--- config.mk ---
export PLATFORM = sky130hd
export DESIGN_NAME = pirq_dma_ctrl
export DESIGN_NICKNAME = d
export VERILOG_FILES = /design/src/rtl/pirq_pkg.sv /design/src/rtl/pirq_pend_flag.sv /design/src/rtl/pirq_mask_bank.sv /design/src/rtl/pirq_eob_pulse.sv /design/src/rtl/pirq_dma_ctrl.sv
export SDC_FILE = /design/constraint.sdc
export NUM_CORES = 1
export LEC_CHECK = 0
export BUFFER_PORTS_ARGS = -buffer_cell sky130_fd_sc_hd__buf_2
export CAP_MARGIN = 20
export CORE_AREA = 2 2 39 41
export CTS_CLUSTER_DIAMETER = 100
export CTS_CLUSTER_SIZE = 10
export DETAILED_ROUTE_END_ITERATION = 10
export DIE_AREA = 0 0 41 43
export HOLD_SLACK_MARGIN = 0.03
export PLACE_DENSITY = 0.66
export SYNTH_ARGS = -nofsm -noshare
export SYNTH_HDL_FRONTEND = slang
export SYNTH_SLANG_ARGS = --single-unit
--- constraint.sdc ---
create_clock -name clk -period 0.9 [get_ports clk]
set_input_delay 0.135 -clock clk [delete_from_list [all_inputs] [get_ports clk]]
set_output_delay 0.135 -clock clk [all_outputs]
set_load 0.02 [all_outputs]
--- src/rtl/pirq_pkg.sv ---
package pirq_pkg;
  localparam int unsigned BIT_PEND = 5;
  localparam int unsigned BIT_DMEN = 4;
  localparam int unsigned BIT_IEN  = 3;

  // Steer the pending flag: {dma, irq}
  function automatic logic [1:0] steer_req(input logic pend, input logic dmen, input logic ien);
    logic [1:0] r;
    r[1] = pend & dmen;
    r[0] = pend & ~dmen & ien;
    return r;
  endfunction

  // Next value of the pending flag; trigger outranks write, write outranks ack
  function automatic logic next_pend(input logic cur, input logic trg, input logic wr,
                                     input logic wval, input logic ak);
    if (trg)      return 1'b1;
    else if (wr)  return wval;
    else if (ak)  return 1'b0;
    else          return cur;
  endfunction
endpackage

--- src/rtl/pirq_pend_flag.sv ---
module pirq_pend_flag (
  input  logic clk,
  input  logic rst,
  input  logic trig,
  input  logic wr_en,
  input  logic wr_val,
  input  logic ack,
  output logic pend
);
  import pirq_pkg::*;

  always_ff @(posedge clk) begin
    if (rst) pend <= 1'b0;
    else     pend <= next_pend(pend, trig, wr_en, wr_val, ack);
  end
endmodule

--- src/rtl/pirq_mask_bank.sv ---
module pirq_mask_bank #(
  parameter int unsigned PRIO_W = 3
) (
  input  logic              clk,
  input  logic              rst,
  input  logic              wr_en,
  input  logic              wr_dmen,
  input  logic              wr_ien,
  input  logic [PRIO_W-1:0] wr_prio,
  input  logic              cnt_zero,
  input  logic              swap_mode,
  output logic              dmen,
  output logic              ien,
  output logic [PRIO_W-1:0] prio_lvl,
  output logic              dm_autoclr
);
  assign dm_autoclr = cnt_zero & ~swap_mode;

  always_ff @(posedge clk) begin
    if (rst) begin
      dmen     <= 1'b0;
      ien      <= 1'b0;
      prio_lvl <= '0;
    end else begin
      if (dm_autoclr)  dmen <= 1'b0;
      else if (wr_en)  dmen <= wr_dmen;
      if (wr_en) begin
        ien      <= wr_ien;
        prio_lvl <= wr_prio;
      end
    end
  end
endmodule

--- src/rtl/pirq_eob_pulse.sv ---
module pirq_eob_pulse (
  input  logic clk,
  input  logic rst,
  input  logic cnt_zero,
  input  logic armed,
  output logic eob
);
  logic cz_q;
  logic cz_rise;

  assign cz_rise = cnt_zero & ~cz_q;

  always_ff @(posedge clk) begin
    if (rst) begin
      cz_q <= 1'b0;
      eob  <= 1'b0;
    end else begin
      cz_q <= cnt_zero;
      eob  <= cz_rise & armed;
    end
  end
endmodule

--- src/rtl/pirq_dma_ctrl.sv ---
module pirq_dma_ctrl #(
  parameter int unsigned REG_W  = 8,
  parameter int unsigned PRIO_W = 3
) (
  input  logic              clk,
  input  logic              rst,
  input  logic              reg_wr_en,
  input  logic [REG_W-1:0]  reg_wdata,
  output logic [REG_W-1:0]  reg_rdata,
  input  logic              trig,
  input  logic              ack,
  input  logic              cnt_zero,
  input  logic              swap_mode,
  output logic              dma_req,
  output logic              irq_req,
  output logic              eob_irq,
  output logic [PRIO_W-1:0] prio
);
  import pirq_pkg::*;

  localparam int unsigned USED_W = BIT_PEND + 1;

  logic              pend;
  logic              dmen;
  logic              ien;
  logic [PRIO_W-1:0] prio_lvl;
  logic              dm_autoclr;
  logic              eob_armed;
  logic [1:0]        req_vec;

  pirq_pend_flag u_pend (
    .clk    (clk),
    .rst    (rst),
    .trig   (trig),
    .wr_en  (reg_wr_en),
    .wr_val (reg_wdata[BIT_PEND]),
    .ack    (ack),
    .pend   (pend)
  );

  pirq_mask_bank #(.PRIO_W(PRIO_W)) u_mask (
    .clk        (clk),
    .rst        (rst),
    .wr_en      (reg_wr_en),
    .wr_dmen    (reg_wdata[BIT_DMEN]),
    .wr_ien     (reg_wdata[BIT_IEN]),
    .wr_prio    (reg_wdata[PRIO_W-1:0]),
    .cnt_zero   (cnt_zero),
    .swap_mode  (swap_mode),
    .dmen       (dmen),
    .ien        (ien),
    .prio_lvl   (prio_lvl),
    .dm_autoclr (dm_autoclr)
  );

  assign eob_armed = dmen & ien;

  pirq_eob_pulse u_eob (
    .clk      (clk),
    .rst      (rst),
    .cnt_zero (cnt_zero),
    .armed    (eob_armed),
    .eob      (eob_irq)
  );

  assign req_vec = steer_req(pend, dmen, ien);
  assign dma_req = req_vec[1];
  assign irq_req = req_vec[0];
  assign prio    = prio_lvl;

  always_comb begin
    reg_rdata                = '0;
    reg_rdata[BIT_PEND]      = pend;
    reg_rdata[BIT_DMEN]      = dmen;
    reg_rdata[BIT_IEN]       = ien;
    reg_rdata[PRIO_W-1:0]    = prio_lvl;
  end

  if (USED_W > REG_W) begin : g_bad_width
    initial $error("register too narrow");
  end
endmodule

==> flow_summary.yaml <==
critical_path:
  critical_path_depth: 3
  r2r-start: "u_pend.pend"
  cp.arrival_ns: 0.86
  critical-path-top-delay-family: "flip-flops"
  crit_type: "register to primary output"
  r2r.worst_path.cells: 2
  crit_fanout: 4
  critPathSlowestCell: "dfxtp_2"
  crit_buf_inv: 1
  cp.required_ns: 0.76
  critPathMaxStageDelay_ns: 0.34
  crit_chain: "nand2_1 > nor2_1 > buf_4"
  critPathLaunchType: "register"
  startpoint: "u_pend.pend"
  crit_path_end_kind: "primary output"
floorplanning:
  dieArea_sq_um: 1760
  std_cell_rows: 14
  die_width_um: 41
  core-area_sq_um: 1380
  io_pins: 29
  die_h_um: 43
  start_util_pct: 26.0
detailed_routing:
  drt_first_pass_iters: 2
  wl_um: 720
  routedWlPerCell_um: 9.60
  ant_nets: 0
  via_count: 307
  drc: 0
  vias_per_cell: 4.09
  drt_iter0_markers: 4
clocking:
  cts_tree: "built"
  clock_latency_ns: 0.25
  clk_pin_slew_ns: 0.05
  htreeDepth: 1
  cts_sinks: 8
  ctsHoldBuffers: 0
  cts_buffer_depth: 2
  root_buffer: "clkbuf_4"
  numCtsBuffers: 3
power_and_ir_drop:
  ir_drop_mv: 0.588
  power_density_nw_per_um2: 1580
  p_total_mw: 0.819
  p_leak_nw: 0.275
sta:
  hold_violations: 0
  holdWs_ns: 0.122
  fmax_mhz: 1000
  fin_crit_sh_pct: 111
  period_needed_ns: 0.997
  slew_viol_final: 0
  setup_viol: 3
  rsz0062_at_grt: "yes"
  final.setup.tns_ns: -0.245
  fin_worst_skew_ns: 0.00144
  worst_slack_ns: -0.0974
global_route:
  grt-ovfl-total: 0
  grt_pass1_vias: 264
  grt_pass1_wl_um: 1120
  antenna_found_initial: 0
  grt_max_degree: 8
  track_usage_pct: 10.2
placement:
  port_buffers: 24
  hpwl_um: 564
  globalplace.congestion: 0.556
  dp.cells: 70
worst_hold_path:
  hold_depth: 3
  hp-start: "reg_wdata[0]"
  hp-class: "primary input to register"
final_layout:
  layout_common_cells: "buf_2, buf_4, dfxtp_2, mux2i_1, nor2_1"
  syn_to_final_growth_pct: 43.7
  instances_no_fill: 75
  nNetsFinal: 76
  final_common_cell: "buf_2"
  drive_gt1_share_pct: 61.0
  diodes: 0
synthesis:
  synth_area_per_cell_sq_um: 9.74
  syn_inst: 37
  syn_area_sq_um: 360
  ys_ff_latch: 8
  ys_seq_area_share_pct: 44.4
  ys_warn_count: 0
  synth_cell_type_count: 13
run:
  cap_violations: 0
status:
  violations: "negative setup slack"
  outcome: "complete, but fails checks"
==> cells by family (layout without fill, tap and decap cells) <==
family,count (synthesis),after routing,share of synthesized area (%)
and+or+nand+nor,12,12,18.1
muxes,5,5,13.9
DFF,8,8,44.4
buffers and inverters,9,30,19.8
AOI/OAI and AO/OA,2,2,2.78
other,1,2,1.04
==> timing repair <==
item / 4_1_cts / 5_1_grt
endpoints found under the setup margin: 10 / 8
gates resized for setup: 13 / 5
setup buffers: 1 / 1
pin swaps: 0 / 0
==> layout make-up <==
class | instances | area [sq um]
sequential | 8 | 168
multi-input combinational | 21 | 133
timing repair buffer | 27 | 175
tap | 16 | 20.0
clock buffer | 3 | 22.5
fill | 160 | 866
==> synth_stat cells <==
cell type	number	area, sq um
nor3_1	1	5.00
buf_4	8	60.1
nor2_1	5	18.8
dfxtp_1	8	160
conb_1	1	3.75
and4b_1	1	10.0
or3b_1	1	8.76
nor2b_1	2	12.5
a21oi_1	2	10.0
and2_1	1	6.26
nand2_1	1	3.75
buf_6	1	11.3
mux2i_1	5	50.1
==> power breakdown <==
group	internal, mW	leakage [nW]	switching [mW]
Clock	0.152	0.0138	0.119
Sequential	0.377	0.0680	0.0130
Combinational	0.0783	0.194	0.0799
==> state kept, by name (all words and copies together) (netlist names) <==
name             cells
u_mask.ien           1
u_mask.dmen          1
u_eob.cz_q           1
u_mask.prio_lvl      3
u_eob.eob            1
u_pend.pend          1
==> worst register-to-register path, delay by kind of cell, from the launching register on <==
family          cells  cell delay [ns]
compound gates      1             0.12
flops               1             0.34
simple gates        1             0.34
==> through the flow <==
step           instance area [sq um]  utilization, %  setup WS (ns)
6_report                         518            37.4        -0.0974
5_1_grt                          518            37.4         -0.166
4_1_cts                          498            36.0         -0.117
3_5_place_dp                     440            31.8        0.00500
3_3_place_gp                     440            31.8         0.0351
2_1_floorplan                    364               -         0.0649
==> layer usage <==
layer / vias up / wire length (um) / track usage, %
li1: 156 / - / -
met1: 141 / 299 / 10.7
met2: 10 / 380 / 13.8
met3: 0 / 40 / 3.14
met4: 0 / 0 / 12.0
met5: - / 0 / 0
==> final timing paths <==
| kind | endpoint | slack [ns] |
|---|---|---|
| min reg2reg | u_mask.prio_lvl[1] | 0.50 |
| max reg2reg | u_pend.pend | 0.03 |
| max | irq_req | -0.1 |
| min | u_mask.prio_lvl[0] | 0.12 |
Power figures use the tool's default switching activity.
